### src/rtl/csr_chk_pkg.sv
package csr_chk_pkg;

  localparam int ADDR_W = 12;
  localparam int PRIV_W = 2;

  typedef enum logic [PRIV_W-1:0] {
    PRIV_U    = 2'b00,
    PRIV_S    = 2'b01,
    PRIV_RSVD = 2'b10,
    PRIV_M    = 2'b11
  } priv_e;

  localparam logic [ADDR_W-1:0] ADDR_SATP     = 12'h180;
  localparam logic [ADDR_W-1:0] ADDR_UCNT_LO  = 12'hC00;
  localparam logic [ADDR_W-1:0] ADDR_UCNT_TOP = 12'hC1F;

  // Registers present in every configuration.
  function automatic logic addr_always_present(input logic [ADDR_W-1:0] a);
    logic hit;
    hit = 1'b0;
    case (a) inside
      [12'hF11:12'hF14]: hit = 1'b1;
      [12'h300:12'h306]: hit = 1'b1;
      [12'h340:12'h344]: hit = 1'b1;
      12'h3A0, 12'h3A2:  hit = 1'b1;
      [12'h3B0:12'h3BF]: hit = 1'b1;
      12'hB00, 12'hB02:  hit = 1'b1;
      12'h7A0:           hit = 1'b1;
      [12'hC00:12'hC02]: hit = 1'b1;
      default:           hit = 1'b0;
    endcase
    return hit;
  endfunction

  // Upper-half registers that exist only with a 32-bit register width.
  function automatic logic addr_narrow_only(input logic [ADDR_W-1:0] a);
    logic hit;
    hit = 1'b0;
    case (a) inside
      12'h3A1, 12'h3A3:  hit = 1'b1;
      12'hB80, 12'hB82:  hit = 1'b1;
      [12'hC80:12'hC82]: hit = 1'b1;
      default:           hit = 1'b0;
    endcase
    return hit;
  endfunction

  // Supervisor-level registers.
  function automatic logic addr_super_only(input logic [ADDR_W-1:0] a);
    logic hit;
    hit = 1'b0;
    case (a) inside
      12'h100:           hit = 1'b1;
      [12'h102:12'h106]: hit = 1'b1;
      [12'h140:12'h144]: hit = 1'b1;
      12'h180:           hit = 1'b1;
      default:           hit = 1'b0;
    endcase
    return hit;
  endfunction

  function automatic logic addr_read_only(input logic [ADDR_W-1:0] a);
    return a[ADDR_W-1 -: 2] == 2'b11;
  endfunction

  function automatic logic [PRIV_W-1:0] addr_min_priv(input logic [ADDR_W-1:0] a);
    return a[ADDR_W-3 -: PRIV_W];
  endfunction

  function automatic logic priv_reaches(input logic [PRIV_W-1:0] p,
                                        input logic [PRIV_W-1:0] need);
    return p >= need;
  endfunction

endpackage

### src/rtl/csr_counter_gate.sv
module csr_counter_gate
  import csr_chk_pkg::*;
#(
  parameter int NUM_CNT = 3
) (
  input  logic [ADDR_W-1:0]  csr_addr,
  input  logic [PRIV_W-1:0]  cur_priv,
  input  logic               has_smode,
  input  logic [NUM_CNT-1:0] mcnt_en,
  input  logic [NUM_CNT-1:0] scnt_en,
  output logic               cnt_blocked,
  output logic               hpm_hit
);
  localparam logic [ADDR_W-1:0] HPM_LO = ADDR_UCNT_LO + ADDR_W'(NUM_CNT);

  logic [NUM_CNT-1:0] cnt_hit;
  logic [NUM_CNT-1:0] cnt_allow;

  for (genvar i = 0; i < NUM_CNT; i++) begin : g_cnt
    always_comb begin
      cnt_hit[i] = (csr_addr == ADDR_UCNT_LO + ADDR_W'(i));
      unique case (cur_priv)
        PRIV_M:  cnt_allow[i] = 1'b1;
        PRIV_S:  cnt_allow[i] = mcnt_en[i];
        PRIV_U:  cnt_allow[i] = mcnt_en[i] & (!has_smode | scnt_en[i]);
        default: cnt_allow[i] = 1'b0;
      endcase
    end
  end

  always_comb begin
    cnt_blocked = |(cnt_hit & ~cnt_allow);
    hpm_hit     = (csr_addr >= HPM_LO) && (csr_addr <= ADDR_UCNT_TOP);
  end
endmodule

### config.mk
export PLATFORM = sky130hd
export DESIGN_NAME = csr_counter_gate
export DESIGN_NICKNAME = d
export VERILOG_FILES = /design/src/rtl/csr_chk_pkg.sv /design/src/rtl/csr_counter_gate.sv
export SDC_FILE = /design/constraint.sdc
export NUM_CORES = 1
export LEC_CHECK = 0
export BUFFER_PORTS_ARGS = -buffer_cell sky130_fd_sc_hd__buf_2
export CORE_AREA = 4 4 41 43
export DETAILED_ROUTE_END_ITERATION = 10
export DIE_AREA = 0 0 45 47
export GPL_TIMING_DRIVEN = 0
export PLACE_DENSITY_LB_ADDON = 0.08
export SLEW_MARGIN = 10
export SYNTH_ARGS = -nofsm -noshare
export SYNTH_HDL_FRONTEND = slang
export SYNTH_SLANG_ARGS = --single-unit
### constraint.sdc
create_clock -name vclk -period 1.7
set_clock_uncertainty 0.05 [all_clocks]
set_input_delay 0.34 -clock vclk [all_inputs]
set_output_delay 0.34 -clock vclk [all_outputs]
set_load 0.02 [all_outputs]
==> results of run 1 <==
[worst max path at each step]
stage	startpoint	end	slack, ns	cells after the start
finish	cur_priv[0]	cnt_blocked	-0.19	5
global route	cur_priv[0]	cnt_blocked	-0.23	5
CTS	cur_priv[0]	cnt_blocked	-0.19	5
detailed placement	csr_addr[0]	cnt_blocked	-0.35	5
global placement	cur_priv[0]	cnt_blocked	-0.33	5
floorplan	cur_priv[0]	cnt_blocked	-0.05	3
[metal layers]
metal  track usage, %  up-vias  share of wire, %
met5                0        -                 0
met4                0        0                 0
met3                0        0                16
met2             9.89       19                42
met1             7.19       85                42
li1                 -      110                 -
[worst max-delay path, delay by kind of cell]
kind	cells	cell delay, ns
compound gates	2	0.50
buf+inv	2	0.28
simple gates	1	0.37
[power by group through the flow]
stage,Sequential (uW),Combinational [uW],Clock [uW]
2_1_floorplan,0,13.7,0
3_3_place_gp,0,40.7,0
3_5_place_dp,0,42.2,0
4_1_cts,0,46.2,0
5_1_grt,0,51.2,0
6_report,0,46.0,0
[timing repair]
item | 4_1_cts | 5_1_grt
buffers inserted | 0 | 0
endpoints found under the setup margin | 1 | 1
pin swaps | 1 | 0
gates resized for setup | 4 | 0
[area by class of cell]
type,instances,area share (%)
repair buffers,23,45.0
multi-input cells,15,46.8
inverters,1,1.36
well taps,15,6.82
[per-stage QoR]
| step | std cells | TNS, ns | power (uW) | utilization (%) |
|---|---|---|---|---|
| after floorplan | 16 | -0.0510 | 13.7 | - |
| final | 54 | -0.187 | 46.0 | 21.2 |
| after global placement | 54 | -0.328 | 40.7 | 20.0 |
| after detailed placement | 54 | -0.350 | 42.2 | 20.0 |
| after CTS | 54 | -0.187 | 46.2 | 21.2 |
| after global routing | 54 | -0.225 | 51.2 | 21.2 |
[cells by family after synthesis]
logic type / synth area share, %
buf+inv: 3.29
compound gates: 33.0
mux: 17.6
simple gates: 46.2
[cells in the mapped netlist (all sizes together)]
| cell type | instances | area, um2 |
|---|---|---|
| inv | 1 | 3.75 |
| nor4bb | 1 | 10.0 |
| a2111oi | 2 | 23.8 |
| or3b | 1 | 8.76 |
| mux2i | 2 | 20.0 |
| a21oi | 1 | 5.00 |
| and2b | 1 | 8.76 |
| nor3 | 2 | 10.0 |
| a31o | 1 | 8.76 |
| nand2 | 4 | 15.0 |
==> metrics.txt, run 1 <==
status=finished with violations; failing checks=negative setup slack; Post-Synthesis Cell Area=114 um2; Starting Density=8.75%; vias in the first global route=227; register area share after synthesis=0%; crit-path max FO=3; peak supply drop=0.0464 mV; startpoint types=input pin; Switching Fraction=40.7%; Routed Antenna Nets=0; cts-stage hold buffer count=0; Hold Crit Start=csr_addr[1]; relative slew slack=71.2%; Slew @ Worst Pin=0.431 ns; f_max=0.530 GHz; DR iter-0 viols=3; Final period util=111%; WL final=534 um; Post-Place Worst Slack=-0.350 ns; GRT Residual Overflow=0; DR DRC count=0; initial antenna violation count=0; layout-stage area growth over the synthesis result=142%; GRT Resource Usage Total=5.27%; Ports=23; routed len/inst=9.89 um; Slew Limit Fails=0; Hold Crit Class=in -> out; arrival time of the worst setup path=1.50 ns; register area=0 um2; RSZ-0062 raised after global routing=yes; antenna cells=0; clkbuf count=0; gp weighted congestion=0.774; first-pass GRT wire length=869 um; DRT Pass-1 Iters=3; Internal Power=27.3 uW; Comb power frac=100.0%; Setup WS post-layout=-0.187 ns; sequential power share=0%; Lkg Pwr=0.000137 uW; placed inst area=260 um2; Yosys cell types=11; average cell area after synthesis=7.12 um2; Hold Crit Depth=3; Die Wd=45 um; Vias=214; Cells after Synth=16; DIE HEIGHT=47 um; detailed placement HPWL=490 um; ratio of cells with drive above 1 in the final layout=66.7%; # fillers=157; worst endpoint required time=1.31 ns; hold_ws=0.978 ns; Synth Warn #=0; area of the multi-input gates=129 um2; total of max-cap violations=0; crit end category=output pin; Syn Nets=37; nets@finish=62; Psw=18.7 uW; Worst Hold Endpoint=cnt_blocked; cell at the slowest stage of the critical path=or3b_1; most common cell after layout, fill and taps aside=buf_2; Die ar.=0.00212 mm2; Hold Vio Cnt, Final=0; Avg Vias per Cell=3.96; WS Path Type=in -> out; CP Cell Sequence=buf_6, or3b_1, a31o_1, a2111oi_4, buf_4; Clock power frac=0%; Tmin final=1.89 ns; Crit path largest cell delay=0.37 ns; Final setup violation count=1; largest net degree at the start of global routing=5; pwr dens=167 mW/mm2; Final Cell Area=275 um2; core area=0.00130 mm2; most frequent cells in the layout=21 x buf_2, 4 x nand2_1, 2 x mux2i_1, 2 x nor3_1; port bufs=23; num sequential=0; cell row count=13
(Power assumes the default switching activity.)
==> run 2, diff against run 1 <==
--- a/config.mk
+++ b/config.mk
@@ -5,7 +5,7 @@
 export SDC_FILE = /design/constraint.sdc
 export NUM_CORES = 1
 export LEC_CHECK = 0
-export BUFFER_PORTS_ARGS = -buffer_cell sky130_fd_sc_hd__buf_2
+export BUFFER_PORTS_ARGS = -buffer_cell sky130_fd_sc_hd__clkbuf_2
 export CORE_AREA = 4 4 41 43
 export DETAILED_ROUTE_END_ITERATION = 10
 export DIE_AREA = 0 0 45 47
==> run 2 against run 1 <==
Against the previous run:
- the run still ends with negative setup slack left
- final cell count stayed put
- wire length is 2.2% lower
- core utilization stayed put
- count of clock-buffer cells in the layout stayed put
- critical path type unchanged
==> metrics.txt, run 2 (synthesis gave the netlist of run 1 again) <==
# fillers=151 (was 157); crit-path max FO=3 (unchanged); DIE HEIGHT=47 um (unchanged); DR DRC count=0 (unchanged); met2 Track Usage GR=9.32% (was 9.89%); DP Cell Count=54 (unchanged); busiest grt layer=met2 (unchanged); Die ar.=0.00212 mm2 (unchanged); routed len/inst=9.67 um (was 9.89 um); failing checks=negative setup slack (unchanged); vias in the first global route=220 (was 227); Hold Vio Cnt, Final=0 (unchanged); cts-stage hold buffer count=0 (unchanged); status=finished with violations (unchanged); WL final=522 um (was 534 um); M3 GR Usage=0.383% (was 0%); RSZ-0062 raised after global routing=yes (unchanged); peak supply drop=0.0466 mV (was 0.0464 mV); core area=0.00130 mm2 (unchanged); WS Path Type=in -> out (unchanged); nets@finish=62 (unchanged); Slew @ Worst Pin=0.430 ns (was 0.431 ns); Design Power=46.1 uW (was 46.0 uW); pwr dens=167 mW/mm2 (about the same); CP Cell Sequence=buf_6, or3b_1, a31o_1, a2111oi_4, buf_4 (unchanged); Final setup violation count=1 (unchanged); Crit path largest cell delay=0.37 ns (about the same); antenna cells=0 (unchanged); GRT Resource Usage Total=5.04% (was 5.27%); Slew Limit Fails=0 (unchanged); crit end category=output pin (unchanged); Setup Fix Bufs, Post-CTS=0 (unchanged); first-pass GRT wire length=834 um (was 869 um); clkbuf count=0 (unchanged); Final period util=111% (about the same); GRT Residual Overflow=0 (unchanged); grt met1 use=6.74% (was 7.19%); num sequential=0 (unchanged); Vias=219 (was 214); most frequent cells in the layout=21 x clkbuf_2, 4 x nand2_1, 2 x mux2i_1, 2 x nor3_1 (was 21 x buf_2, 4 x nand2_1, 2 x mux2i_1, 2 x nor3_1); worst endpoint required time=1.31 ns (about the same); port bufs=23 (unchanged); gp weighted congestion=0.769 (was 0.774); Setup WS post-layout=-0.184 ns (was -0.187 ns); total of max-cap violations=0 (unchanged); f_max=0.531 GHz (was 0.530 GHz); Routed Antenna Nets=0 (unchanged); initial antenna violation count=0 (unchanged); Avg Vias per Cell=4.06 (was 3.96); cell row count=13 (unchanged); Tmin final=1.88 ns (was 1.89 ns); detailed placement HPWL=498 um (was 490 um); Final Cell Area=275 um2 (unchanged); Starting Density=8.75% (unchanged); CP top delay family=compound AO/OA/AOI/OAI gates (unchanged); Ports=23 (unchanged); cell at the slowest stage of the critical path=or3b_1 (unchanged); DRT Pass-1 Iters=2 (was 3); Non-Filler Instances=54 (unchanged); startpoint types=input pin (unchanged); ratio of cells with drive above 1 in the final layout=66.7% (unchanged); largest net degree at the start of global routing=5 (unchanged); most common cell after layout, fill and taps aside=clkbuf_2 (was buf_2); DR iter-0 viols=1 (was 3); relative slew slack=71.3% (was 71.2%); arrival time of the worst setup path=1.49 ns (was 1.50 ns); CP Buf/Inv Count=2 (unchanged); layout-stage area growth over the synthesis result=142% (unchanged); placed inst area=260 um2 (unchanged); Die Wd=45 um (unchanged); register area=0 um2 (unchanged); Lkg Pwr=0.000141 uW (was 0.000137 uW); Hold Crit Class=in -> out (unchanged)
## run 2: changes by cell type in the layout (fill, tap and decap cells not counted)
| cell | previous run | this run |
|---|---|---|
| buf_2 | 21 | 0 |
| clkbuf_2 | 0 | 21 |
## run 2: path summary, 6_finish.rpt
check	startpoint	endpoint	depth (start not counted)
worst max-delay path	cur_priv[0]	cnt_blocked	5
worst min-delay path	csr_addr[1]	cnt_blocked	3
## run 2: metal layers
layer / up-vias / share of wire, %
met3: 0 / 15
met2: 19 / 41
met1: 91 / 43
met4: 0 / 0
li1: 109 / -
met5: - / 0
## run 2: power by group
group	internal (uW)	switching (uW)	total, uW
clock	0	0	0
sequential	0	0	0
combinational	27.4	18.7	46.1
## run 2: per-stage QoR
| stage | utilization [%] | setup slack (ns) | TNS [ns] | hold slack [ns] |
|---|---|---|---|---|
| final | 21.2 | -0.184 | -0.184 | 0.983 |
| after global routing | 21.2 | -0.222 | -0.222 | 0.999 |
| after detailed placement | 20.0 | -0.347 | -0.347 | 0.972 |
| after global placement | 20.0 | -0.329 | -0.329 | 0.973 |
| after CTS | 20.7 | -0.215 | -0.215 | 0.996 |
| after floorplan | - | -0.0510 | -0.0510 | 0.706 |
## run 2: what timing repair did
item	CTS	global route
endpoints found under the setup margin	1	1
resized for setup	3	2
cloned	0	0
pin swaps	1	0
## run 2: area by class of cell
cell class                 count  area (um2)  area share (%)
multi-input combinational     15         129            46.8
timing repair buffer          23         124            45.0
tap                           15        18.8            6.82
inverter                       1        3.75            1.36
